<file path="config.mk">
export PLATFORM = sky130hd
export DESIGN_NAME = lvr_guard
export DESIGN_NICKNAME = d
export VERILOG_FILES = /design/src/rtl/lvr_pkg.sv /design/src/rtl/lvr_sync.sv /design/src/rtl/lvr_settle.sv /design/src/rtl/lvr_filter.sv /design/src/rtl/lvr_regs.sv /design/src/rtl/lvr_guard.sv
export SDC_FILE = /design/constraint.sdc
export NUM_CORES = 1
export LEC_CHECK = 0
export CAP_MARGIN = 10
export CORE_MARGIN = 2
export CORE_UTILIZATION = 40
export DETAILED_ROUTE_END_ITERATION = 10
export GPL_ROUTABILITY_DRIVEN = 0
export GPL_TIMING_DRIVEN = 0
export PLACE_DENSITY = 0.68
export SETUP_SLACK_MARGIN = 0.02
export SYNTH_ARGS = -nofsm -noshare
export SYNTH_HDL_FRONTEND = slang
export SYNTH_SLANG_ARGS = --single-unit
</file>
<file path="constraint.sdc">
create_clock -name clk -period 4.6 [get_ports clk]
set_input_delay 0.69 -clock clk [delete_from_list [all_inputs] [get_ports clk]]
set_output_delay 0.69 -clock clk [all_outputs]
set_load 0.02 [all_outputs]
</file>
<file path="src/rtl/lvr_pkg.sv">
package lvr_pkg;
  localparam int unsigned CTRL_EN_BIT  = 7;
  localparam int unsigned CTRL_SEL_LSB = 12;
  localparam int unsigned SEL_W        = 3;
  localparam int unsigned STS_POR_BIT  = 0;
  localparam int unsigned STS_LVR_BIT  = 1;
  localparam int unsigned ADDR_CTRL    = 0;
  localparam int unsigned ADDR_STS     = 1;

  // Window length in cycles for a select code: 0 = none, then base doubling.
  function automatic int unsigned dg_window(input logic [SEL_W-1:0] code,
                                            input int unsigned base);
    if (code == '0) return 0;
    return base << (int'(code) - 1);
  endfunction
endpackage

</file>
<file path="src/rtl/lvr_sync.sv">
module lvr_sync #(
  parameter int unsigned STAGES = 2
) (
  input  logic clk,
  input  logic rst,
  input  logic async_i,
  output logic sync_o
);
  logic [STAGES-1:0] chain_q;

  generate
    if (STAGES == 1) begin : g_one
      always_ff @(posedge clk) begin
        if (rst) chain_q <= '0;
        else     chain_q <= async_i;
      end
    end else begin : g_many
      always_ff @(posedge clk) begin
        if (rst) chain_q <= '0;
        else     chain_q <= {chain_q[STAGES-2:0], async_i};
      end
    end
  endgenerate

  assign sync_o = chain_q[STAGES-1];
endmodule

</file>
<file path="src/rtl/lvr_settle.sv">
module lvr_settle #(
  parameter int unsigned LIMIT = 20000
) (
  input  logic clk,
  input  logic rst,
  input  logic en_i,
  output logic ready_o
);
  localparam int unsigned CW = $clog2(LIMIT + 1);
  localparam logic [CW-1:0] LIM = CW'(LIMIT);

  logic [CW-1:0] cnt_q;

  always_ff @(posedge clk) begin
    if (rst)              cnt_q <= '0;
    else if (!en_i)       cnt_q <= '0;
    else if (cnt_q != LIM) cnt_q <= cnt_q + 1'b1;
  end

  assign ready_o = en_i && (cnt_q == LIM);

  p_settle_bound_r2: assert property (@(posedge clk) disable iff (rst)
    cnt_q <= LIM);
endmodule

</file>
<file path="src/rtl/lvr_filter.sv">
module lvr_filter
  import lvr_pkg::*;
#(
  parameter int unsigned DG_BASE = 4
) (
  input  logic             clk,
  input  logic             rst,
  input  logic             ready_i,
  input  logic [SEL_W-1:0] sel_i,
  input  logic             sync_i,
  output logic             active_o
);
  localparam int unsigned WIN_MAX = DG_BASE << ((1 << SEL_W) - 2);
  localparam int unsigned FW      = $clog2(WIN_MAX + 1);

  logic [FW-1:0] cnt_q;
  logic [FW-1:0] win;
  logic [FW-1:0] last;
  logic          active_q;

  assign win  = FW'(dg_window(sel_i, DG_BASE));
  assign last = win - 1'b1;

  always_ff @(posedge clk) begin
    if (rst) begin
      active_q <= 1'b0;
      cnt_q    <= '0;
    end else if (!ready_i) begin
      active_q <= 1'b0;
      cnt_q    <= '0;
    end else if (sel_i == '0) begin
      active_q <= sync_i;
      cnt_q    <= '0;
    end else if (sync_i != active_q) begin
      if (cnt_q >= last) begin
        active_q <= ~active_q;
        cnt_q    <= '0;
      end else begin
        cnt_q <= cnt_q + 1'b1;
      end
    end else begin
      cnt_q <= '0;
    end
  end

  assign active_o = active_q;

  // A matching input never moves the request.
  p_no_flip_matched_r4: assert property (@(posedge clk) disable iff (rst)
    (ready_i && (sync_i == active_q)) |=> $stable(active_q));
endmodule

</file>
<file path="src/rtl/lvr_regs.sv">
module lvr_regs
  import lvr_pkg::*;
#(
  parameter int unsigned ADDR_W = 2,
  parameter int unsigned DATA_W = 32
) (
  input  logic              clk,
  input  logic              rst,
  input  logic              wr_en,
  input  logic [ADDR_W-1:0] wr_addr,
  input  logic [DATA_W-1:0] wr_data,
  input  logic [ADDR_W-1:0] rd_addr,
  output logic [DATA_W-1:0] rd_data,
  input  logic              lvr_rst_i,
  output logic              en_o,
  output logic [SEL_W-1:0]  sel_o
);
  logic             en_q;
  logic [SEL_W-1:0] sel_q;
  logic             por_flag_q;
  logic             lvr_flag_q;
  logic             req_prev_q;
  logic             wr_ctrl, wr_sts;
  logic             clr_por, clr_lvr, set_lvr;
  logic [DATA_W-1:0] ctrl_word, sts_word, rd_next;

  assign wr_ctrl = wr_en && (wr_addr == ADDR_W'(ADDR_CTRL));
  assign wr_sts  = wr_en && (wr_addr == ADDR_W'(ADDR_STS));
  assign clr_por = wr_sts && wr_data[STS_POR_BIT];
  assign clr_lvr = wr_sts && wr_data[STS_LVR_BIT];
  assign set_lvr = lvr_rst_i && !req_prev_q;

  always_ff @(posedge clk) begin
    if (rst) begin
      en_q  <= 1'b1;
      sel_q <= '0;
    end else if (wr_ctrl) begin
      en_q  <= wr_data[CTRL_EN_BIT];
      sel_q <= wr_data[CTRL_SEL_LSB +: SEL_W];
    end
  end

  always_ff @(posedge clk) begin
    if (rst) begin
      por_flag_q <= 1'b1;
      lvr_flag_q <= 1'b0;
      req_prev_q <= 1'b0;
    end else begin
      req_prev_q <= lvr_rst_i;
      if (clr_por) por_flag_q <= 1'b0;
      if (set_lvr)      lvr_flag_q <= 1'b1;
      else if (clr_lvr) lvr_flag_q <= 1'b0;
    end
  end

  always_comb begin
    ctrl_word = '0;
    ctrl_word[CTRL_EN_BIT] = en_q;
    ctrl_word[CTRL_SEL_LSB +: SEL_W] = sel_q;
    sts_word = '0;
    sts_word[STS_POR_BIT] = por_flag_q;
    sts_word[STS_LVR_BIT] = lvr_flag_q;
    if (rd_addr == ADDR_W'(ADDR_CTRL))     rd_next = ctrl_word;
    else if (rd_addr == ADDR_W'(ADDR_STS)) rd_next = sts_word;
    else                                   rd_next = '0;
  end

  always_ff @(posedge clk) begin
    if (rst) rd_data <= '0;
    else     rd_data <= rd_next;
  end

  assign en_o  = en_q;
  assign sel_o = sel_q;

  p_por_flag_no_set_r8: assert property (@(posedge clk) disable iff (rst)
    !por_flag_q |=> !por_flag_q);

  p_lvr_flag_on_rise_r9: assert property (@(posedge clk) disable iff (rst)
    $rose(lvr_rst_i) |=> lvr_flag_q);

  p_lvr_flag_sticky_r9: assert property (@(posedge clk) disable iff (rst)
    (lvr_flag_q && !clr_lvr) |=> lvr_flag_q);
endmodule

</file>
<file path="src/rtl/lvr_guard.sv">
module lvr_guard
  import lvr_pkg::*;
#(
  parameter int unsigned CLK_HZ    = 100_000_000,
  parameter int unsigned SETTLE_US = 200,
  parameter int unsigned DG_BASE   = 4,
  parameter int unsigned SYNC_STG  = 2,
  parameter int unsigned ADDR_W    = 2,
  parameter int unsigned DATA_W    = 32
) (
  input  logic              clk,
  input  logic              rst,
  input  logic              vdd_low_i,
  input  logic              wr_en,
  input  logic [ADDR_W-1:0] wr_addr,
  input  logic [DATA_W-1:0] wr_data,
  input  logic [ADDR_W-1:0] rd_addr,
  output logic [DATA_W-1:0] rd_data,
  output logic              lvr_rst_o
);
  localparam int unsigned SETTLE_CYC = (CLK_HZ / 1_000_000) * SETTLE_US;

  logic             ctrl_en;
  logic [SEL_W-1:0] ctrl_sel;
  logic             settled;
  logic             low_sync;
  logic             req;

  lvr_regs #(.ADDR_W(ADDR_W), .DATA_W(DATA_W)) regs_i (
    .clk(clk), .rst(rst), .wr_en(wr_en), .wr_addr(wr_addr),
    .wr_data(wr_data), .rd_addr(rd_addr), .rd_data(rd_data),
    .lvr_rst_i(req), .en_o(ctrl_en), .sel_o(ctrl_sel)
  );

  lvr_sync #(.STAGES(SYNC_STG)) sync_i (
    .clk(clk), .rst(rst), .async_i(vdd_low_i), .sync_o(low_sync)
  );

  lvr_settle #(.LIMIT(SETTLE_CYC)) settle_i (
    .clk(clk), .rst(rst), .en_i(ctrl_en), .ready_o(settled)
  );

  lvr_filter #(.DG_BASE(DG_BASE)) filter_i (
    .clk(clk), .rst(rst), .ready_i(settled), .sel_i(ctrl_sel),
    .sync_i(low_sync), .active_o(req)
  );

  assign lvr_rst_o = req;

  p_release_on_disable_r7: assert property (@(posedge clk) disable iff (rst)
    !ctrl_en |=> !lvr_rst_o);

  p_quiet_until_settled_r2: assert property (@(posedge clk) disable iff (rst)
    !settled |=> !lvr_rst_o);
endmodule

</file>
==> impl_metrics.py, run 1 <==
metrics = {
    "synthesis": {
        "ys_ff_latch": 40,
        "yosysWarnings": 0,
        "async_flop_share": 0,
        "netlist_area_um2": 2190,
        "synthSimpleGateAreaFrac": 0.235,
        "synth_top_family_by_area": "simple AND/OR/NAND/NOR gates",
        "yosysUniqueCellTypes": 45,
        "synth_mux_area_frac": 0.00458,
        "synth_edf_count": 0,
        "syn_inst": 256,
        "ys.flop_type": "dfxtp_1",
        "synth_seq_area_share": 0.366,
        "synth_xor_xnor_area_share": 0.0921,
        "synthAdderAreaFrac": 0.0915,
        "synth_compound_area_frac": 0.0921,
        "avgSynthCellArea_um2": 8.54,
    },
    "sta": {
        "setup_tns_ns": 0,
        "final_hold_viol_count": 0,
        "timing.fmax_mhz": 275,
        "timing.final.crit_share": 0.790,
        "rsz0062_at_grt": "false",
        "max_slew_margin": 0.481,
        "fin_crit_ns": 3.63,
        "final_max_slew_viol_count": 0,
        "worst_pin_slew_ns": 0.777,
        "setup_viol": 0,
        "clock_skew_ns": 0.0129,
    },
    "route": {
        "wl_met1_um": 1850,
        "highest_layer": "met4",
        "via_count": 1696,
        "wl_per_cell_um": 9.91,
        "wl_met2_um": 1690,
        "antenna_left": 0,
        "wl_met3_um": 191,
        "drc": 0,
        "first_iter_violations": 62,
        "vias_per_cell": 4.47,
        "drt_wl_total_um": 3760,
        "dr.pass1.iters": 4,
    },
    "critical_path": {
        "r2r-end": "filter_i.cnt_q[0]$_SDFF_PP0_",
        "r2r.worst_path.cells": 15,
        "endpoint": "filter_i.cnt_q[0]$_SDFF_PP0_",
        "cp_slowest_cell": "o21ai_0",
        "cpMostUsedCell": "ha_1",
        "required_ns": 4.81,
        "r2r_slack_ns": 0.97,
        "crit_fanout": 9,
        "cp.depth": 15,
        "critical_path_class": "reg2reg",
        "cp_num_buf_inv": 1,
        "r2r-start": "regs_i.sel_o[0]$_SDFFE_PP0P_",
        "crit_chain": "inv_1 -> ha_1 -> o21ai_0 -> and2_1 -> nand2_1 -> ha_1 -> nand3b_1 -> o21ai_1 -> a32oi_1 -> ha_1 -> a21oi_1 -> o21ai_0 -> a21oi_1 -> nand3_1 -> nor2_1",
        "end_kind": "flop",
        "crit_arrival_ns": 3.85,
        "critPathTopFamily": "compound AO/OA/AOI/OAI gates",
        "startpoint": "regs_i.sel_o[0]$_SDFFE_PP0P_",
        "cp-start-kind": "flop",
        "max_stage_delay_ns": 0.46,
    },
    "power_and_ir_drop": {
        "ir_drop_mv": 0.237,
        "p_leak_nw": 1.10,
        "powerDensity_nw_per_um2": 255,
    },
    "clocking": {
        "h-tree-depth": 2,
        "ctsHoldBuffers": 0,
        "numClockSinks": 40,
        "cts_root_buffer": "clkbuf_8",
        "numCtsBuffers": 5,
        "cts_tree": "done",
        "cts_resized": 0,
        "post_cts.repair.setup_buffers": 0,
        "cts_buffer_depth": 2,
        "clkTransAtPathRegs_ns": 0.08,
        "insertion_delay_ns": 0.29,
    },
    "placement": {
        "post-place-cells": 371,
        "hpwl_um": 2930,
        "port_buffers": 20,
    },
    "floorplanning": {
        "initial_utilization": 0.420,
        "chipWidth_um": 77.9,
        "core.rowCount": 26,
        "die_height_um": 77.9,
        "core_area_um2": 5200,
        "die_area_um2": 6080,
        "io_pins": 73,
    },
    "grt": {
        "grt_max_degree": 15,
        "grt_usage": 0.129,
        "grt_pass1_wl_um": 6420,
        "antenna_found_initial": 0,
        "grt_pass1_vias": 1519,
        "grt_remaining_overflow": 0,
    },
    "run": {
        "drv_cap": 0,
    },
    "cells_and_area": {
        "nets": 364,
        "drive_gt1_frac": 0.123,
        "area_growth_pct": 21.6,
        "stdcell_count": 379,
        "antenna_cells": 0,
        "n_fill_cell": 508,
    },
    "worst_hold_path": {
        "hold_path_class": "reg2reg",
    },
    "run_status": {
        "status": "completed",
    },
}
==> worst reg2reg max path, cell delays in order (launching register included) <==
cell and delay [ns]:
dfxtp_1 0.43, inv_1 0.13, ha_1 0.24, o21ai_0 0.46, and2_1 0.27, nand2_1 0.09, ha_1 0.27, nand3b_1 0.11
o21ai_1 0.06, a32oi_1 0.20, ha_1 0.30, a21oi_1 0.13, o21ai_0 0.10, a21oi_1 0.28, nand3_1 0.33, nor2_1 0.19
==> cells in the mapped netlist, types with 2 or more instances <==
master,number,area share
a211o_1,2,0.0080
a21oi_1,11,0.025
a31oi_1,2,0.0057
and2_1,4,0.011
and3_1,4,0.011
and3b_1,2,0.0080
buf_4,26,0.089
clkbuf_1,2,0.0034
dfxtp_1,40,0.37
ha_1,16,0.092
inv_1,10,0.017
nand2_1,17,0.029
nand2b_1,2,0.0057
nand3_1,12,0.027
nand3b_1,2,0.0069
nand4_1,6,0.017
nor2_1,33,0.057
nor2b_1,5,0.014
nor3_1,7,0.016
o21ai_0,6,0.014
or3_1,2,0.0057
xnor2_1,11,0.044
xor2_1,12,0.048
==> routing by layer <==
metal  vias to the layer above  track usage
met4                         0       0.0368
met2                        39        0.213
met3                         2       0.0372
met5                         -            0
li1                        923            -
met1                       732        0.164
==> flip-flops by register name, summed over array words and instances (netlist names) <==
name	cells
regs_i.sel_o	3
filter_i.cnt_q	9
regs_i.lvr_flag_q	1
regs_i.por_flag_q	1
sync_i.chain_q	2
regs_i.rd_data	6
filter_i.active_o	1
regs_i.req_prev_q	1
settle_i.cnt_q	15
regs_i.en_o	1
==> placed cells by master, fill, tap and decap left out, types with 2 or more instances in the layout <==
cell             instances
inv_1                   10
nand3b_1                 2
a21oi_1                 11
nand2_1                 17
clkdlybuf4s50_1         20
a31oi_1                  2
o21ai_0                  6
nor2b_1                  5
and3_1                   4
and2_1                   4
nand2b_1                 2
clkbuf_8                 5
a211o_1                  2
buf_4                   26
nand3_1                 12
and3b_1                  2
clkbuf_1                 2
ha_1                    16
or3_1                    2
xnor2_1                 11
xor2_1                  12
nor2_1                  33
nand4_1                  6
nor3_1                   7
dfxtp_1                 40
conb_1                  26
==> cell families after synthesis <==
family          after synthesis
compound gates               32
xor+xnor                     23
fa+ha+maj                    16
buf+inv                      40
flops                        40
mux                           1
other cells                   1
simple gates                103
==> worst min-delay path by stage <==
stage                                         startpoint                        endpoint  slack, ns  cells past startpoint
after floorplan             sync_i.chain_q[0]$_SDFF_PP0_    sync_i.chain_q[1]$_SDFF_PP0_       0.41                      1
after global placement      sync_i.chain_q[0]$_SDFF_PP0_    sync_i.chain_q[1]$_SDFF_PP0_       0.42                      1
after detailed placement  regs_i.por_flag_q$_SDFFE_PP1P_  regs_i.por_flag_q$_SDFFE_PP1P_       0.43                      1
after CTS                 regs_i.por_flag_q$_SDFFE_PP1P_  regs_i.por_flag_q$_SDFFE_PP1P_       0.46                      1
after global routing        sync_i.chain_q[0]$_SDFF_PP0_    sync_i.chain_q[1]$_SDFF_PP0_       0.47                      1
final                       sync_i.chain_q[0]$_SDFF_PP0_    sync_i.chain_q[1]$_SDFF_PP0_       0.45                      1
==> where the power goes <==
part	total (mW)	internal, mW	switching (mW)
Combinational	0.0879	0.0409	0.0470
Sequential	0.357	0.352	0.00507
Clock	0.233	0.108	0.125
==> stage by stage <==
stage               setup WS, ns  total power [mW]  area (um^2)  hold WS (ns)   util
global route               0.526             0.710         2660         0.465  0.511
global placement            1.07             0.451         2570         0.420  0.494
floorplan                   1.52             0.430         2280         0.414      -
CTS                        0.918             0.687         2660         0.455  0.511
finish                     0.967             0.677         2660         0.447  0.511
detailed placement         0.961             0.452         2570         0.433  0.494
==> layout make-up <==
class / instances / area, um^2 / share of cell area
well taps: 70 / 87.6 / 0.0329
plain buffers: 30 / 218 / 0.0819
inverters: 10 / 37.5 / 0.0141
flip-flops and latches: 40 / 801 / 0.301
multi-input cells: 201 / 1220 / 0.461
repair buffers: 20 / 200 / 0.0753
clock inverters: 3 / 21.3 / 0.00800
clock buffers: 5 / 68.8 / 0.0259
(Power assumes the default switching activity.)
==> inputs of run 2 (changes only) <==
==> constraint.sdc (replaced) <==
create_clock -name clk -period 3.5 [get_ports clk]
set_input_delay 0.525 -clock clk [delete_from_list [all_inputs] [get_ports clk]]
set_output_delay 0.525 -clock clk [all_outputs]
set_load 0.02 [all_outputs]
==> impl_metrics.py, run 2 (synthesis results as in run 1) <==
metrics = {
    "run_status": {
        "status": "completed",
    },
    "clocking": {
        "insertion_delay_ns": 0.29,
        "cts_buffer_depth": 2,
        "post_cts.repair.setup_buffers": 0,
        "numClockSinks": 40,
        "cts_root_buffer": "clkbuf_8",
        "numCtsBuffers": 5,
        "h-tree-depth": 2,
        "cts_tree": "done",
        "clkTransAtPathRegs_ns": 0.08,
    },
    "grt": {
        "grt_pass1_wl_um": 6420,
        "grt_use_met2": 0.213,
        "grt_remaining_overflow": 0,
        "antenna_found_initial": 0,
        "grt_pass1_vias": 1520,
        "grt_use_met1": 0.165,
        "grt_max_degree": 15,
        "globalRouteMet3Util": 0.0372,
        "grt.busiest_layer": "met2",
        "grt_usage": 0.129,
    },
    "placement": {
        "port_buffers": 20,
        "hpwl_um": 2930,
        "post-place-cells": 371,
    },
    "cells_and_area": {
        "max_flop_register": "settle_i.cnt_q",
        "final_cell_mix": "38 x dfxtp_1, 33 x nor2_1, 26 x buf_4, 26 x conb_1, 20 x clkdlybuf4s50_1",
        "area_growth_pct": 23.8,
        "layout_commonest_cell": "dfxtp_1",
        "antenna_cells": 0,
        "nets": 364,
        "biggestRegsByFlops": "settle_i.cnt_q x15, filter_i.cnt_q x9, regs_i.rd_data x6",
        "drive_gt1_frac": 0.155,
        "stdcell_count": 379,
        "largest_reg_flops": 15,
    },
    "sta": {
        "setup_tns_ns": 0,
        "clock_skew_ns": 0.0126,
        "final_max_slew_viol_count": 0,
        "max_slew_margin": 0.482,
        "timing.final.crit_share": 0.915,
        "rsz0062_at_grt": "false",
        "fin_crit_ns": 3.20,
        "setup_viol": 0,
        "worst_pin_slew_ns": 0.775,
        "final_hold_viol_count": 0,
        "timing.fmax_mhz": 312,
        "whs_ns": 0.447,
    },
    "critical_path": {
        "crit_fanout": 6,
        "cp-start-kind": "flop",
        "end_kind": "flop",
        "critical_path_class": "reg2reg",
        "required_ns": 3.71,
        "crit_arrival_ns": 3.41,
    },
    "power_and_ir_drop": {
        "ir_drop_mv": 0.311,
        "powerDensity_nw_per_um2": 330,
        "total_power_mw": 0.894,
        "p_leak_nw": 1.11,
    },
    "floorplanning": {
        "io_pins": 73,
        "die_area_um2": 6080,
        "initial_utilization": 0.420,
        "die_height_um": 77.9,
        "core.rowCount": 26,
        "chipWidth_um": 77.9,
        "core_area_um2": 5200,
    },
    "route": {
        "first_iter_violations": 71,
        "drt_wl_total_um": 3770,
        "vias_per_cell": 4.52,
        "dr.pass1.iters": 4,
        "antenna_left": 0,
        "drc": 0,
        "wl_per_cell_um": 9.96,
        "via_count": 1714,
    },
    "worst_hold_path": {
        "hold_path_class": "reg2reg",
    },
    "run": {
        "drv_cap": 0,
    },
}
[run 2: final cells by class]
type	count	area (um^2)
Fill cell	506	2500
Multi-Input combinational cell	201	1270
Sequential cell	40	803
Buffer	30	218
Timing Repair Buffer	20	200
Tap cell	70	87.6
Clock buffer	5	68.8
Inverter	10	37.5
Clock inverter	3	21.3
[run 2: repair_timing]
item,4_1_cts,5_1_grt
setup endpoints to repair,10,10
gates cloned,0,0
pin swaps,0,1
resized for setup,2,10
hold buffers,0,0
[run 2: report_power, final]
group | total, mW | switching, mW | internal (mW)
logic | 0.119 | 0.0635 | 0.0556
clock network | 0.306 | 0.165 | 0.141
registers | 0.469 | 0.00671 | 0.462
[run 2: worst max-delay path: stages (launching register included)]
cell and delay [ns]:
dfxtp_2 0.39, inv_1 0.11, ha_1 0.25, or4b_1 0.54
a211o_4 0.38, a31oi_1 0.17, a31oi_1 0.10, ha_1 0.30
and2_1 0.16, o2111ai_1 0.26, a21bo_2 0.28, a211oi_2 0.19
[run 2: worst paths after layout]
path	from	slack (ns)	end	cells past startpoint
hold reg to reg	sync_i.chain_q[0]$_SDFF_PP0_	0.45	sync_i.chain_q[1]$_SDFF_PP0_	1
setup / recovery	regs_i.sel_o[0]$_SDFFE_PP0P_	0.30	filter_i.active_o$_SDFFE_PP0P_	11
hold / removal	sync_i.chain_q[0]$_SDFF_PP0_	0.45	sync_i.chain_q[1]$_SDFF_PP0_	1
setup reg to reg	regs_i.sel_o[0]$_SDFFE_PP0P_	0.30	filter_i.active_o$_SDFFE_PP0P_	11
[run 2: routing by layer]
layer | up-vias | routed length, um
li1 | 926 | -
met1 | 743 | 1830
met2 | 43 | 1710
met3 | 2 | 205
met4 | 0 | 29
met5 | - | 0
[run 2: per-stage QoR]
| stage | worst slack [ns] | area, um^2 | utilization |
|---|---|---|---|
| floorplan | 0.419 | 2280 | - |
| global placement | -0.0298 | 2570 | 0.494 |
| detailed placement | -0.139 | 2570 | 0.494 |
| CTS | 0.0610 | 2660 | 0.512 |
| global route | 0.0462 | 2710 | 0.520 |
| finish | 0.299 | 2710 | 0.520 |
==> inputs of run 3 (changes only) <==
--- a/config.mk
+++ b/config.mk
@@ -11,7 +11,9 @@
 export DETAILED_ROUTE_END_ITERATION = 10
 export GPL_ROUTABILITY_DRIVEN = 0
 export GPL_TIMING_DRIVEN = 0
+export HOLD_SLACK_MARGIN = 0.05
 export PLACE_DENSITY = 0.68
+export REMOVE_ABC_BUFFERS = 1
 export SETUP_SLACK_MARGIN = 0.02
 export SYNTH_ARGS = -nofsm -noshare
 export SYNTH_HDL_FRONTEND = slang
==> impl_metrics.py, run 3 (synthesis results as in run 1) <==
metrics = {
    "sta": {
        "setup_viol": 0,
        "timing.final.crit_share": 0.905,
        "rsz0062_at_grt": "false",
        "setup_slack_ns": 0.334,
        "clock_skew_ns": 0.00492,
        "final_max_slew_viol_count": 0,
        "whs_ns": 0.449,
        "worst_pin_slew_ns": 0.773,
        "final_hold_viol_count": 0,
        "timing.fmax_mhz": 316,
        "setup_tns_ns": 0,
        "fin_crit_ns": 3.17,
        "max_slew_margin": 0.484,
    },
    "route": {
        "first_iter_violations": 58,
        "via_count": 1665,
        "antenna_left": 0,
        "dr.pass1.iters": 4,
        "drt_wl_total_um": 3760,
        "drc": 0,
        "vias_per_cell": 4.77,
        "wl_per_cell_um": 10.8,
    },
    "power_and_ir_drop": {
        "p_leak_nw": 0.979,
        "powerDensity_nw_per_um2": 383,
        "ir_drop_mv": 0.294,
    },
    "clocking": {
        "numCtsBuffers": 5,
        "post_cts.repair.setup_buffers": 0,
        "insertion_delay_ns": 0.29,
        "cts_tree": "done",
        "cts_buffer_depth": 2,
        "numClockSinks": 40,
        "cts_root_buffer": "clkbuf_8",
        "clkTransAtPathRegs_ns": 0.07,
        "h-tree-depth": 2,
        "ctsHoldBuffers": 0,
    },
    "placement": {
        "port_buffers": 20,
        "hpwl_um": 2690,
        "dpl_worst_slack_ns": -0.0903,
    },
    "floorplanning": {
        "chipWidth_um": 77.9,
        "initial_utilization": 0.420,
        "core.rowCount": 26,
        "die_height_um": 77.9,
        "die_area_um2": 6080,
        "io_pins": 73,
        "core_area_um2": 5200,
    },
    "critical_path": {
        "cp_num_buf_inv": 1,
        "cp-start-kind": "flop",
        "max_stage_delay_ns": 0.48,
        "cp_slowest_cell": "or4b_1",
        "end_kind": "flop",
        "r2r_slack_ns": 0.33,
        "crit_fanout": 6,
        "crit_chain": "inv_1 -> ha_1 -> or4b_1 -> a211o_1 -> a31oi_1 -> a31oi_1 -> ha_1 -> a221o_1 -> a21oi_2 -> nand3_1 -> a211oi_1",
        "required_ns": 3.70,
        "critPathTopFamily": "compound AO/OA/AOI/OAI gates",
        "critical_path_class": "reg2reg",
        "crit_arrival_ns": 3.37,
    },
    "grt": {
        "grt_usage": 0.127,
        "grt_max_degree": 19,
        "grt_pass1_wl_um": 6240,
        "grt_remaining_overflow": 0,
        "grt_pass1_vias": 1457,
        "antenna_found_initial": 0,
        "grt.busiest_layer": "met2",
        "globalRouteMet3Util": 0.0384,
        "grt_use_met1": 0.161,
        "grt_use_met2": 0.201,
    },
    "cells_and_area": {
        "max_flop_register": "settle_i.cnt_q",
        "antenna_cells": 0,
        "area_growth_pct": 14.7,
        "final_cell_mix": "38 x dfxtp_1, 33 x nor2_1, 26 x conb_1",
        "n_fill_cell": 500,
        "largest_reg_flops": 15,
        "area.sequential_um2": 803,
        "biggestRegsByFlops": "settle_i.cnt_q x15, filter_i.cnt_q x9, regs_i.rd_data x6",
        "multi_input_area_um2": 1260,
        "layout_commonest_cell": "dfxtp_1",
        "drive_gt1_frac": 0.0645,
        "nets": 334,
    },
    "run": {
        "drv_cap": 0,
    },
    "worst_hold_path": {
        "hold_path_class": "reg2reg",
    },
    "run_status": {
        "status": "completed",
    },
}
run 3: changes by cell type in the layout (fill, tap and decap cells not counted), sizes merged:
cell      delta
clkinvlp     -1
bufinv       +1
inv          -1
buf         -28
clkbuf       -1
run 3: worst register-to-register path: cells and delay by family, from the launching register on:
family | cells | cell delay [ns]
AO/OA/AOI/OAI | 6 | 1.40
AND/OR/NAND/NOR | 2 | 0.59
flip-flops | 1 | 0.38
buffers and inverters | 1 | 0.10
adder cells (fa/ha/maj) | 2 | 0.60
run 3: repair_timing:
item	4_1_cts	5_1_grt
pin swaps	0	1
gates resized for setup	1	8
setup endpoints to repair	9	10
hold endpoints to repair	0	0
run 3: through the flow:
step,cell area [um^2],instances,utilization,power [mW]
finish,2510,349,0.482,0.960
global route,2510,349,0.482,1.00
CTS,2470,349,0.475,0.969
detailed placement,2350,341,0.452,0.570
global placement,2350,341,0.452,0.568
floorplan,2060,251,-,0.540
run 3: metal layers:
layer  up-vias  wire, um
met3         6       209
met5         -         0
li1        864         -
met4         0        64
met2        54      1730
met1       741      1750
run 3: worst paths after layout:
path                                              startpoint                              to  cells past startpoint
worst max-delay path            regs_i.sel_o[0]$_SDFFE_PP0P_  filter_i.active_o$_SDFFE_PP0P_                     11
worst min-delay path            sync_i.chain_q[0]$_SDFF_PP0_    sync_i.chain_q[1]$_SDFF_PP0_                      1
worst max register to register  regs_i.sel_o[0]$_SDFFE_PP0P_  filter_i.active_o$_SDFFE_PP0P_                     11
worst min register to register  sync_i.chain_q[0]$_SDFF_PP0_    sync_i.chain_q[1]$_SDFF_PP0_                      1
run 3: area by class of cell:
class / count / area share
Multi-Input combinational cell: 201 / 0.502
Inverter: 10 / 0.0150
Clock inverter: 2 / 0.0155
Timing Repair Buffer: 20 / 0.0798
Clock buffer: 6 / 0.0329
Sequential cell: 40 / 0.320
Tap cell: 70 / 0.0349
run 3: where the power goes:
group          switching, mW  total, mW  internal (mW)  leakage (nW)
registers            0.00733      0.470          0.462         0.325
logic                 0.0587     0.0928         0.0341         0.593
clock network          0.164      0.397          0.233        0.0614
total                  0.230      0.960          0.730         0.979
